`config.mk`:
```
export PLATFORM = sky130hd
export DESIGN_NAME = field_line_counter
export DESIGN_NICKNAME = d
export VERILOG_FILES = /design/src/rtl/flc_pkg.sv /design/src/rtl/flc_stage_counter.sv /design/src/rtl/flc_group_decode.sv /design/src/rtl/flc_reset_pulse.sv /design/src/rtl/field_line_counter.sv
export SDC_FILE = /design/constraint.sdc
export NUM_CORES = 1
export LEC_CHECK = 0
export BUFFER_PORTS_ARGS = -buffer_cell sky130_fd_sc_hd__buf_2
export CAP_MARGIN = 20
export CORE_UTILIZATION = 45
export DETAILED_ROUTE_END_ITERATION = 7
export GPL_ROUTABILITY_DRIVEN = 0
export HOLD_SLACK_MARGIN = 0.02
export PLACE_DENSITY = 0.73
export SLEW_MARGIN = 20
export SYNTH_ARGS = -nofsm -noshare
export SYNTH_HDL_FRONTEND = slang
export SYNTH_HIERARCHICAL = 1
export SYNTH_SLANG_ARGS = --single-unit
```
`constraint.sdc`:
```
create_clock -name clk -period 5.15 [get_ports clk]
set_input_delay 0.515 -clock clk [delete_from_list [all_inputs] [get_ports clk]]
set_output_delay 0.515 -clock clk [all_outputs]
set_load 0.005 [all_outputs]
```
`src/rtl/flc_pkg.sv`:
```
package flc_pkg;

    // Default counter width for the field counter
    localparam int FLC_CNT_W = 11;

    // Detect state carried from the group decode to the reset pulse logic
    typedef struct packed {
        logic enabled;   // at least one bit selected
        logic hit;       // every selected bit is one
    } flc_detect_t;

    // Build the detect result from the per-bit match terms
    function automatic flc_detect_t flc_make_detect(input logic any_sel, input logic all_match);
        flc_detect_t d;
        d.enabled = any_sel;
        d.hit     = any_sel & all_match;
        return d;
    endfunction

endpackage

```
`src/rtl/flc_stage_counter.sv`:
```
module flc_stage_counter #(
    parameter int CNT_W = flc_pkg::FLC_CNT_W
) (
    input  logic             clk,
    input  logic             rst,
    input  logic             advance,
    input  logic             group_clr,
    output logic [CNT_W-1:0] q
);
    // carry[i] is high when stage i must toggle
    logic [CNT_W:0] carry;

    assign carry[0] = advance & ~group_clr;

    for (genvar i = 0; i < CNT_W; i++) begin : g_stage
        logic bit_q;

        // Each stage acts like a toggle flip-flop with a common clear
        always_ff @(posedge clk) begin
            if (rst || group_clr) begin
                bit_q <= 1'b0;
            end else if (carry[i]) begin
                bit_q <= ~bit_q;
            end
        end

        assign carry[i+1] = carry[i] & bit_q;
        assign q[i]       = bit_q;
    end
endmodule

```
`src/rtl/flc_group_decode.sv`:
```
module flc_group_decode #(
    parameter int CNT_W = flc_pkg::FLC_CNT_W
) (
    input  logic [CNT_W-1:0]  count,
    input  logic [CNT_W-1:0]  sel,
    output flc_pkg::flc_detect_t detect
);
    // A bit passes when it is not selected or when it is set
    logic [CNT_W-1:0] pass_term;

    for (genvar i = 0; i < CNT_W; i++) begin : g_term
        assign pass_term[i] = ~sel[i] | count[i];
    end

    assign detect = flc_pkg::flc_make_detect(|sel, &pass_term);
endmodule

```
`src/rtl/flc_reset_pulse.sv`:
```
module flc_reset_pulse (
    input  logic                 clk,
    input  logic                 rst,
    input  logic                 strobe,
    input  flc_pkg::flc_detect_t detect,
    output logic                 group_clr,
    output logic                 trig
);
    // Clear all stages on the strobe that sees the detect
    assign group_clr = strobe & detect.hit;

    // Trigger spans from the clearing strobe to the following strobe
    always_ff @(posedge clk) begin
        if (rst) begin
            trig <= 1'b0;
        end else if (strobe) begin
            trig <= detect.hit;
        end
    end
endmodule

```
`src/rtl/field_line_counter.sv`:
```
module field_line_counter #(
    parameter int CNT_W = flc_pkg::FLC_CNT_W
) (
    input  logic             clk,
    input  logic             rst,
    input  logic             ref_strobe,
    input  logic [CNT_W-1:0] term_sel,
    output logic [CNT_W-1:0] line_count,
    output logic             vstart
);
    flc_pkg::flc_detect_t detect;
    logic                 group_clr;

    flc_stage_counter #(.CNT_W(CNT_W)) u_count (
        .clk       (clk),
        .rst       (rst),
        .advance   (ref_strobe),
        .group_clr (group_clr),
        .q         (line_count)
    );

    flc_group_decode #(.CNT_W(CNT_W)) u_decode (
        .count  (line_count),
        .sel    (term_sel),
        .detect (detect)
    );

    flc_reset_pulse u_pulse (
        .clk       (clk),
        .rst       (rst),
        .strobe    (ref_strobe),
        .detect    (detect),
        .group_clr (group_clr),
        .trig      (vstart)
    );
endmodule

```
## After elaboration in Yosys (flattened, before gate mapping)

Index checks and enable logic that the tools add are counted.

- $add $sub $neg: 0
- Multiplexer cells: 0
- Shifts and indexed selects: 0
- Divide/modulo/power cells: 0
- Multiply operators: 0
- Reductions and logical operators: 3
- Order comparisons: 0
- Bitwise logic cells: 47
- Eq/ne operators: 0

Operators with widths:

| operator | count |
|---|---|
| $not A1 Y1 | 23 |
| $and A1 B1 Y1 | 13 |
| $or A1 B1 Y1 | 11 |
| $reduce_and A11 Y1 | 1 |
| $reduce_or A11 Y1 | 1 |
| $logic_or A1 B1 Y1 | 1 |

- Bits in read-only memories: 0
- Word-level logic and storage cells: 62
- Memory bits (writable): 0
- Bits of input ports: 14
- Register bits after elaboration: 12
- Latch bits: 0
- Memories: 0
- Output and inout bits: 12

## Depth between registers and ports, before layout

Gate-level depths: netlist of the first run.

- Depth after elaboration: 17
- Gate-level depth with buffers: 9
- Mapped depth without buffers: 8

## Modules after synthesis

Netlist of the first run, hierarchy kept.

Modules (own cells, without submodules):

| module | instances | seq. area each (um2) | cells each | area each (um2) |
|---|---|---|---|---|
| flc_stage_counter | 1 | 220.2 | 67 | 584.3 |
| flc_group_decode | 1 | 0.0 | 21 | 126.4 |
| flc_reset_pulse | 1 | 20.0 | 4 | 41.3 |

## Worst setup path after synthesis of the first run

Ideal clock, no wire load.

- Kind: input to register
- Start: input port term_sel[4]
- End: register u_count.g_stage[7].bit_q
- Data required time: 5.080 ns
- Arrival: 1.989 ns
- Buffers on the path: 0
- Setup time: 0.070 ns
- Slack: 3.091 ns
- Cell stages on the path: 7
- Cells stage by stage: nor4_2 nand3_1 and3_1 and2_2 nand3b_1 or4_1 a21oi_1

RTL lines:

| item | line | source |
|---|---|---|
| from (decl) | field_line_counter.sv:7 | `input logic [CNT_W-1:0] term_sel,` |
| to (signal assigned) | flc_stage_counter.sv:23 | `bit_q <= ~bit_q;` |
| to (decl) | flc_stage_counter.sv:16 | `logic bit_q;` |

==> results.md, run 1 <==
* Post-synth top area share at 0.319
* Most frequent cell after synthesis: dfxtp_1
* Avg WL per Cell at 12.3 um
* Crit path max fanout at 6
* Initial drt markers at 32
* Setup Buffers After CTS at 0
* Hold Fails Final Rpt at 0
* Vias per cell at 5.66
* Initial core utilization at 0.488
* Detailed Place HPWL at 1180 um
* Post-placement setup slack at 2820 ps
* H-tree levels at 1
* Worst setup path startpoint: u_count/g_stage[8].bit_q
* Yosys reg bits at 12
* Chip height at 42.9 um
* Hold Buf Count CTS at 0
* M1 WL at 675 um
* Synth Net Count at 106
* CP endpoint kind: register
* Rows at 14
* Synth Flop Type: dfxtp_1
* Final core occ at 0.550
* Clk_lat worst skew at 270 ps
* Post-synth top cells: dfxtp_1 (12), buf_4 (11), inv_1 (10)
* Layout cells sized above 1 at 0.321
* Metal2 WL at 700 um
* CTS max path bufs at 2
* Initial antenna violation count at 0
* Vias in the first global route at 600
* Area added between synthesis and finish at 12.6%
* Synth Area per Inst at about 8 um^2
* Max layer used: met4
* Via count at 707
* CTS resizes at 0
* Post-synth EDFFs at 0
* Core Box Area at 0.00154 mm^2
* Slowest stage cell, crit path: or4_1
* Fmax at ~480 MHz
* Crit-path max cell delay at 510 ps
* CP endpoint: u_count/g_stage[7].bit_q
* Crit path buf inv count at 0
* Max-cap check violation count at 0
* Number of diodes at 0
* Synthesized area at approximately 750 um^2
* Dpl cells at between 100 and 150
* Slew @ Worst Pin at 362 ps
* YS warnings at 6
* Pre-Repair DR Iteration Count at 4
* CP arrival at around 2300 ps
* Clock Pin Slew Worst Setup and Hold Paths at 80 ps
* Total CTS buffers at 3
* Io pins at 26
* P_leak at 0.357 nW
* Clk_skew at between 3 and 4 ps
* Total track usage at 0.178
* R2r setup slk at 3070 ps
* # DRC at 0
* DIE AREA at between 0.0015 and 0.002 mm^2
* RSZ-0062 raised after global routing: no
* Reg2reg end: u_count/g_stage[7].bit_q
* Minimum clock period at roughly 2100 ps
* Grt total ovfl at 0
* TritonCTS clock tree: yes
* Crit-path cells: nand2b_1 > o2111ai_1 > nor3_1 > and3_1 > and2_2 > nand3b_1 > or4_1 > a21oi_1
* Outcome: finished, final reports clean
* Port Buffers at 25
* Worst Setup Path Type: reg2reg
* Asr flop ratio synth at 0
* FF-to-FF Start: u_count/g_stage[8].bit_q
* Hold WC Path Type: in2reg
* Yosys top cell by area: dfxtp_1
* Post-synthesis sequential area ratio at 0.319
* Hold depth at 2
* Crit path launch type: register
* Worst r2r path cells at 8
* Post-Synthesis Cells at 92
* Fillcell total at between 100 and 150
* Instance count on the critical path at 8
* Critical Path RT at 5360 ps
* CTS Sinks at 12
* Delay-heaviest family, CP: simple AND/OR/NAND/NOR gates
* Worst VDD drop at 0.120 mV
* Post-route setup slack at 3070 ps
* Final nets at 124
* Layout Cells excl Fill at 125
* PD cells at 224 mW/mm^2
* WL met3 at between 100 and 150 um
* Rel. slew slack at 0.756
* Pin count of the biggest net entering global routing at 9
* Final TNS setup at 0 ps
* Final Cycle Share at 0.403
* Number of routed nets with antenna violations at 0
* Root Driver: clkbuf_4
* Top cells by area, synth: dfxtp_1 (32%), buf_4 (11%), inv_1 (5.0%)
* First-pass GRT wire length at 2420 um
* Final setup fails at 0
* Cell variety after synth at 30
* Die width at 42.9 um
* Routed WL at 1540 um
* Final Max Tran Viols at 0
## report_power, final
part | switching [W] | total [W] | internal, W
clock network | 0.0000310 | 0.0000740 | 0.0000430
registers | 0.00000300 | 0.0000974 | 0.0000944
logic | 0.00000916 | 0.0000183 | 0.00000919
## worst reg2reg max path, stage by stage, from the launching register on
cell,delay [ps]
dfxtp_1,360
nand2b_1,170
o2111ai_1,100
nor3_1,80
and3_1,190
and2_2,200
nand3b_1,260
or4_1,510
a21oi_1,150
## cell type report
class / instances / area (um^2) / share of cell area
tap: 16 / 20.0 / 0.0236
clock buffer: 4 / 36.3 / 0.0428
inverter: 10 / 37.5 / 0.0443
timing repair buffer: 25 / 125 / 0.148
multi-input combinational: 58 / 388 / 0.458
sequential: 12 / 240 / 0.284
## state kept, by name (all words and copies together), names as in the netlist
register / flops
u_count/g_stage.bit_q: 11
u_pulse/trig: 1
## logic make-up after synthesis
kind of cell,Yosys count,synth area share
flops,12,0.319
compound gates,14,0.118
xor+xnor,4,0.0466
buf+inv,22,0.165
mux,3,0.0399
simple gates,37,0.311
## per-stage QoR
step	hold WS (ps)	total power [W]	area, um^2
detailed placement	490	0.000118	811
global placement	489	0.000118	811
floorplan	444	0.000110	752
global route	429	0.000201	847
CTS	434	0.000193	847
finish	447	0.000190	847
## metal layers
metal | vias to the layer above | global-route usage
li1 | 350 | -
met1 | 314 | 0.213
met2 | 39 | 0.288
met3 | 4 | 0.0468
met4 | 0 | 0.0938
met5 | - | 0
## how the worst min path moves through the flow
stage / start / endpoint / slack (ps)
2_1_floorplan: u_count/g_stage[10].bit_q / u_count/g_stage[10].bit_q / 440
3_3_place_gp: u_count/g_stage[10].bit_q / u_count/g_stage[10].bit_q / 490
3_5_place_dp: u_pulse/trig / u_pulse/trig / 490
4_1_cts: rst / u_pulse/trig / 430
5_1_grt: rst / u_pulse/trig / 430
6_report: rst / u_pulse/trig / 450
## layout by cell type, fill, tap and decap left out, types with 2 or more instances in the layout
master and n:
nor3_1 2, nand2b_1 3, o21ai_0 2, nand3b_1 2, nor4_1 2, xnor2_1 2, o31ai_1 3, nand2_1 3
o22ai_1 2, buf_2 25, clkbuf_4 3, or4_1 3, a21oi_1 5, or3_1 4, nor2_1 5, xor2_1 2
dfxtp_1 12, mux2i_1 3, nand3_1 4, inv_1 10, nor4_2 2
Note: power is estimated with default switching activity, not from simulation.
==> run 2, diff against run 1 <==
--- a/config.mk
+++ b/config.mk
@@ -5,9 +5,10 @@
 export SDC_FILE = /design/constraint.sdc
 export NUM_CORES = 1
 export LEC_CHECK = 0
+export ABC_AREA = 1
 export BUFFER_PORTS_ARGS = -buffer_cell sky130_fd_sc_hd__buf_2
 export CAP_MARGIN = 20
-export CORE_UTILIZATION = 45
+export CORE_UTILIZATION = 43
 export DETAILED_ROUTE_END_ITERATION = 7
 export GPL_ROUTABILITY_DRIVEN = 0
 export HOLD_SLACK_MARGIN = 0.02
==> constraint.sdc (replaced) <==
create_clock -name clk -period 1.9 [get_ports clk]
set_input_delay 0.19 -clock clk [delete_from_list [all_inputs] [get_ports clk]]
set_output_delay 0.19 -clock clk [all_outputs]
set_load 0.005 [all_outputs]
==> results.md, run 2 <==
* Outcome: finished, final reports clean
* Port Buffers at 25
* Synth Area per Inst at 6.72 um^2
* P_leak at 0.535 nW
* Root Driver: clkbuf_4
* YS warnings at 6
* Final setup fails at 0
* CP endpoint kind: register
* Pre-Repair DR Iteration Count at 4
* Via count at 800
* Final TNS setup at 0 ps
* Biggest register: u_count/g_stage.bit_q
* Crit path launch type: register
* First-pass GRT wire length at 2660 um
* Hold WC Path Type: in2reg
* Critical Path RT at 2130 ps
* Post-synth top cells: inv_1 (23), nand2_1 (20), nor2_1 (19)
* Number of diodes at 0
* Max reg flops at 11
* Area added between synthesis and finish at 29.3%
* Fillcell total at 154
* Post-synthesis sequential area ratio at 0.311
* WL met3 at 78 um
* Fmax at 562 MHz
* H-tree levels at 1
* Final nets at 159
* Clock Pin Slew Worst Setup and Hold Paths at 80 ps
* M1 WL at around 850 um
* Initial core utilization at 0.485
* Worst Setup Path Type: reg2reg
* Post-synth top area share at 0.311
* Cell Area, Placed at 893 um^2
* Final Cycle Share at 0.936
* Pin count of the biggest net entering global routing at 12
* CTS Sinks at 12
* Initial drt markers at 20
* Most frequent cell after synthesis: inv_1
* Max-cap check violation count at 0
* Most frequent cells in the layout: buf_2 (25), inv_1 (21), nand2_1 (20)
* PD cells at 532 mW/mm^2
* Routed WL at approximately 1900 um
* Rel. slew slack at 0.835
* Number of routed nets with antenna violations at 0
* Area of the multi-input gates at 387 um^2
* Initial antenna violation count at 0
* Top cells by area, synth: dfxtp_1 (31%), inv_1 (11%), buf_4 (11%)
* Crit path max fanout at 5
* CTS max path bufs at 2
* Clk_lat worst skew at ~280 ps
* Chip height at 44.4 um
* Synth Net Count at 129
* Total track usage at 0.190
* Metal2 WL at 897 um
* Avg WL per Cell at 11.4 um
* Synthesized area at between 700 and 800 um^2
* Worst VDD drop at 0.350 mV
* Total CTS buffers at 3
* Yosys reg bits at 12
* CP arrival at approximately 2000 ps
* Core Box Area at 0.00159 mm^2
* Post-synth EDFFs at 0
* Final Max Tran Viols at 0
* Detailed Place HPWL at 1270 um
* Clk_skew at between 0.3 and 0.4 ps
* Asr flop ratio synth at 0
* Slew @ Worst Pin at 247 ps
* Yosys top cell by area: dfxtp_1
* Layout cells sized above 1 at 0.389
* Rows at 14
* Io pins at 26
* Minimum clock period at 1780 ps
* Max layer used: met4
* Die width at approximately 44 um
* Biggest regs: u_count/g_stage.bit_q (11), u_pulse/trig (1)
* DIE AREA at 0.00197 mm^2
* Sequential cell area at 245 um^2
* # DRC at 0
* TritonCTS clock tree: yes
* Vias in the first global route at between 600 and 700
* Post-route cell area at about 1000 um^2
* Post-Synthesis Cells at 115
* Vias per cell at 4.76
* Grt total ovfl at 0
* Hold Fails Final Rpt at 0
* Most common cell after layout, fill and taps aside: buf_2
* Synth Flop Type: dfxtp_1
* Cell variety after synth at 16
==> run 2: worst max-delay path, stage by stage (launching register included) <==
cell	delay (ps)
dfxtp_1	380
o21ai_1	160
nor2_1	50
nand2_1	60
nor2_1	40
nand2_1	80
inv_2	70
inv_2	70
nand4_4	90
nor2_4	160
nand4_4	100
nor2_4	160
nand4_2	100
nand2_1	80
inv_1	40
nor2_1	80
==> run 2: timing repair <==
item / CTS / global route
buffers inserted: 0 / 5
setup endpoints to repair: 0 / 3
hold buffers: 0 / 0
hold endpoints to repair: 0 / 0
resized for setup: 0 / 10
==> run 2: per-stage QoR <==
step / utilization / std cells / setup slack (ps) / power [W] / hold slack (ps)
after CTS: 0.583 / 163 / 49.9 / 0.000529 / 70.2
after global placement: 0.560 / 159 / 43.3 / 0.000316 / 366
after floorplan: - / 115 / 145 / 0.000294 / 252
after global routing: 0.627 / 168 / -16.9 / 0.000557 / 77.1
final: 0.627 / 168 / 121 / 0.000531 / 74.0
after detailed placement: 0.560 / 159 / -14.7 / 0.000317 / 372
==> run 2: layout make-up <==
| type | instances | share of cell area |
|---|---|---|
| clock buffer | 4 | 0.0363 |
| sequential | 12 | 0.245 |
| inverter | 23 | 0.0864 |
| multi-input combinational | 68 | 0.387 |
| timing repair buffer | 37 | 0.215 |
| tap | 24 | 0.0300 |
==> run 2: report_power, final <==
part	switching [W]	total (W)	internal (W)
registers	0.00000434	0.000258	0.000254
logic	0.0000331	0.0000611	0.0000279
clock network	0.0000958	0.000213	0.000117
==> run 2: cell families after synthesis <==
family / count (synthesis) / share of synthesized area
and+or+nand+nor: 51 / 0.350
buffers and inverters: 35 / 0.225
AOI/OAI and AO/OA: 17 / 0.115
DFF: 12 / 0.311
==> run 2: path summary, 6_finish.rpt <==
kind | startpoint | depth (start not counted) | slack, ps | end
worst max-delay path | u_count/g_stage[0].bit_q | 15 | 120 | u_count/g_stage[10].bit_q
worst min-delay path | rst | 2 | 70 | u_pulse/trig
worst max register to register | u_count/g_stage[0].bit_q | 15 | 120 | u_count/g_stage[10].bit_q
worst min register to register | u_pulse/trig | 2 | 480 | u_pulse/trig
==> run 2: layer usage <==
layer,vias to the layer above,global-route usage
met2,24,0.306
met4,0,0.133
met5,-,0
met3,8,0.0367
li1,397,-
met1,371,0.227
==> run 3, diff against run 2 <==
--- a/config.mk
+++ b/config.mk
@@ -6,7 +6,7 @@
 export NUM_CORES = 1
 export LEC_CHECK = 0
 export ABC_AREA = 1
-export BUFFER_PORTS_ARGS = -buffer_cell sky130_fd_sc_hd__buf_2
+export BUFFER_PORTS_ARGS = -buffer_cell sky130_fd_sc_hd__buf_4
 export CAP_MARGIN = 20
 export CORE_UTILIZATION = 43
 export DETAILED_ROUTE_END_ITERATION = 7
==> results.md, run 3 (synthesized netlist as in run 2, its figures left out) <==
* Vias per cell at 4.64
* Port Buffers at 25
* Hold WC Path Type: in2reg
* Initial drt markers at 26
* Biggest register: u_count/g_stage.bit_q
* Most common cell after layout, fill and taps aside: buf_4
* Minimum clock period at 1800 ps
* Avg WL per Cell at about 11 um
* Crit-path cells: inv_1 > nand2_1 > o21ai_1 > nor2_1 > nand2_1 > nor2_1 > nand2_1 > inv_2 > nor2_4 > nand4_2 > nor2_4 > nand4_2 > nor2_2 > nand3_1 > nand2_1 > nor2_1
* First-pass GRT wire length at 2500 um
* CP endpoint kind: register
* Pin count of the biggest net entering global routing at 12
* Final Cycle Share at 0.948
* Critical path's most frequent cell: nand2_1
* Critical Path RT at 2080 ps
* Initial antenna violation count at 0
* Io pins at 26
* CTS Sinks at 12
* Final Max Tran Viols at 0
* P_leak at 0.540 nW
* Hold Fails Final Rpt at 0
* Fillcell total at 145
* CTS max path bufs at 2
* # DRC at 0
* Core Box Area at around 0.0016 mm^2
* Chip height at 44.4 um
* Area of the multi-input gates at between 300 and 400 um^2
* Outcome: finished, final reports clean
* Max reg flops at 11
* Fmax at 555 MHz
* Clock Pin Slew Worst Setup and Hold Paths at approximately 80 ps
* Total CTS buffers at 3
* Dpl cells at between 150 and 200
* Number of diodes at 0
* Max-cap check violation count at 0
* Crit-path max cell delay at 350 ps
* Slowest stage cell, crit path: dfxtp_2
* Hold Buf Count CTS at 0
* Root Driver: clkbuf_4
* Vias in the first global route at 619
* Routed WL at 1800 um
* Layout Cells excl Fill at 168
* TritonCTS clock tree: yes
* Final core occ at 0.662
* Worst VDD drop at 0.310 mV
* H-tree levels at 1
* Clk_skew at 0.593 ps
* Rows at 14
* PD cells at between 500 and 600 mW/mm^2
* DIE AREA at 0.00197 mm^2
* Grt total ovfl at 0
* Most frequent cells in the layout: buf_4 (37), inv_1 (21), nand2_1 (20)
* Pre-Repair DR Iteration Count at 5
* Area added between synthesis and finish at 36.4%
* Sequential cell area at 246 um^2
* Slew @ Worst Pin at 193 ps
* Final nets at 159
* Clk_lat worst skew at 280 ps
* Detailed Place HPWL at between 1000 and 1500 um
* Initial core utilization at 0.485
* Crit path launch type: register
* Final setup fails at 0
* Via count at about 800
* Layout cells sized above 1 at 0.396
* Hold WS at 76.1 ps
* CP arrival at 1990 ps
* Number of routed nets with antenna violations at 0
* Rel. slew slack at 0.870
* Total track usage at 0.173
* Die width at 44.4 um
* Biggest regs: u_count/g_stage.bit_q (11), u_pulse/trig (1)
* Worst Setup Path Type: reg2reg
* Crit path max fanout at 5
run 3: cell counts in the layout (fill, tap and decap cells not counted):
No cell type changed its count.
run 3: power by group:
part,total [W],internal [W],switching (W),leakage (nW)
logic,0.0000670,0.0000353,0.0000316,0.420
registers,0.000257,0.000253,0.00000389,0.0989
clock network,0.000210,0.000117,0.0000929,0.0210
total,0.000534,0.000405,0.000128,0.540
run 3: final cells by class:
| type | instances | area share |
|---|---|---|
| clock buffers | 4 | 0.0344 |
| multi-input cells | 68 | 0.358 |
| well taps | 24 | 0.0285 |
| flip-flops and latches | 12 | 0.234 |
| repair buffers | 37 | 0.263 |
| inverters | 23 | 0.0819 |
run 3: through the flow:
stage | TNS (ps) | cell area [um^2] | worst slack (ps) | total power, W
after floorplan | 0 | 773 | 145 | 0.000294
after global placement | 0 | 963 | 43.9 | 0.000326
after detailed placement | 0 | 963 | 10.8 | 0.000327
after CTS | 0 | 1000 | 53.9 | 0.000536
after global routing | -34.9 | 1050 | -34.9 | 0.000553
final | 0 | 1050 | 97.9 | 0.000534
run 3: path summary, 6_finish.rpt:
kind                                    end                startpoint  slack, ps  cells past startpoint
setup reg to reg  u_count/g_stage[10].bit_q  u_count/g_stage[2].bit_q        100                     16
setup / recovery  u_count/g_stage[10].bit_q  u_count/g_stage[2].bit_q        100                     16
hold / removal                 u_pulse/trig                       rst         80                      2
hold reg to reg                u_pulse/trig              u_pulse/trig        480                      2
run 3: worst max-delay path, delay by kind of cell (launching register included):
family,cells,cell delay (ps)
flip-flops,1,350
AND/OR/NAND/NOR,13,1130
buffers and inverters,2,140
AO/OA/AOI/OAI,1,80
run 3: per-layer routing:
| layer | vias to the layer above | routed length, um | track usage |
|---|---|---|---|
| met5 | - | 0 | 0 |
| met1 | 348 | 850 | 0.238 |
| met3 | 6 | 92 | 0.0245 |
| li1 | 399 | - | - |
| met2 | 26 | 829 | 0.271 |
| met4 | 0 | 31 | 0.0727 |
run 3: timing repair:
item,CTS,global route
setup buffers,0,4
endpoints found under the setup margin,0,3
resized for setup,0,10
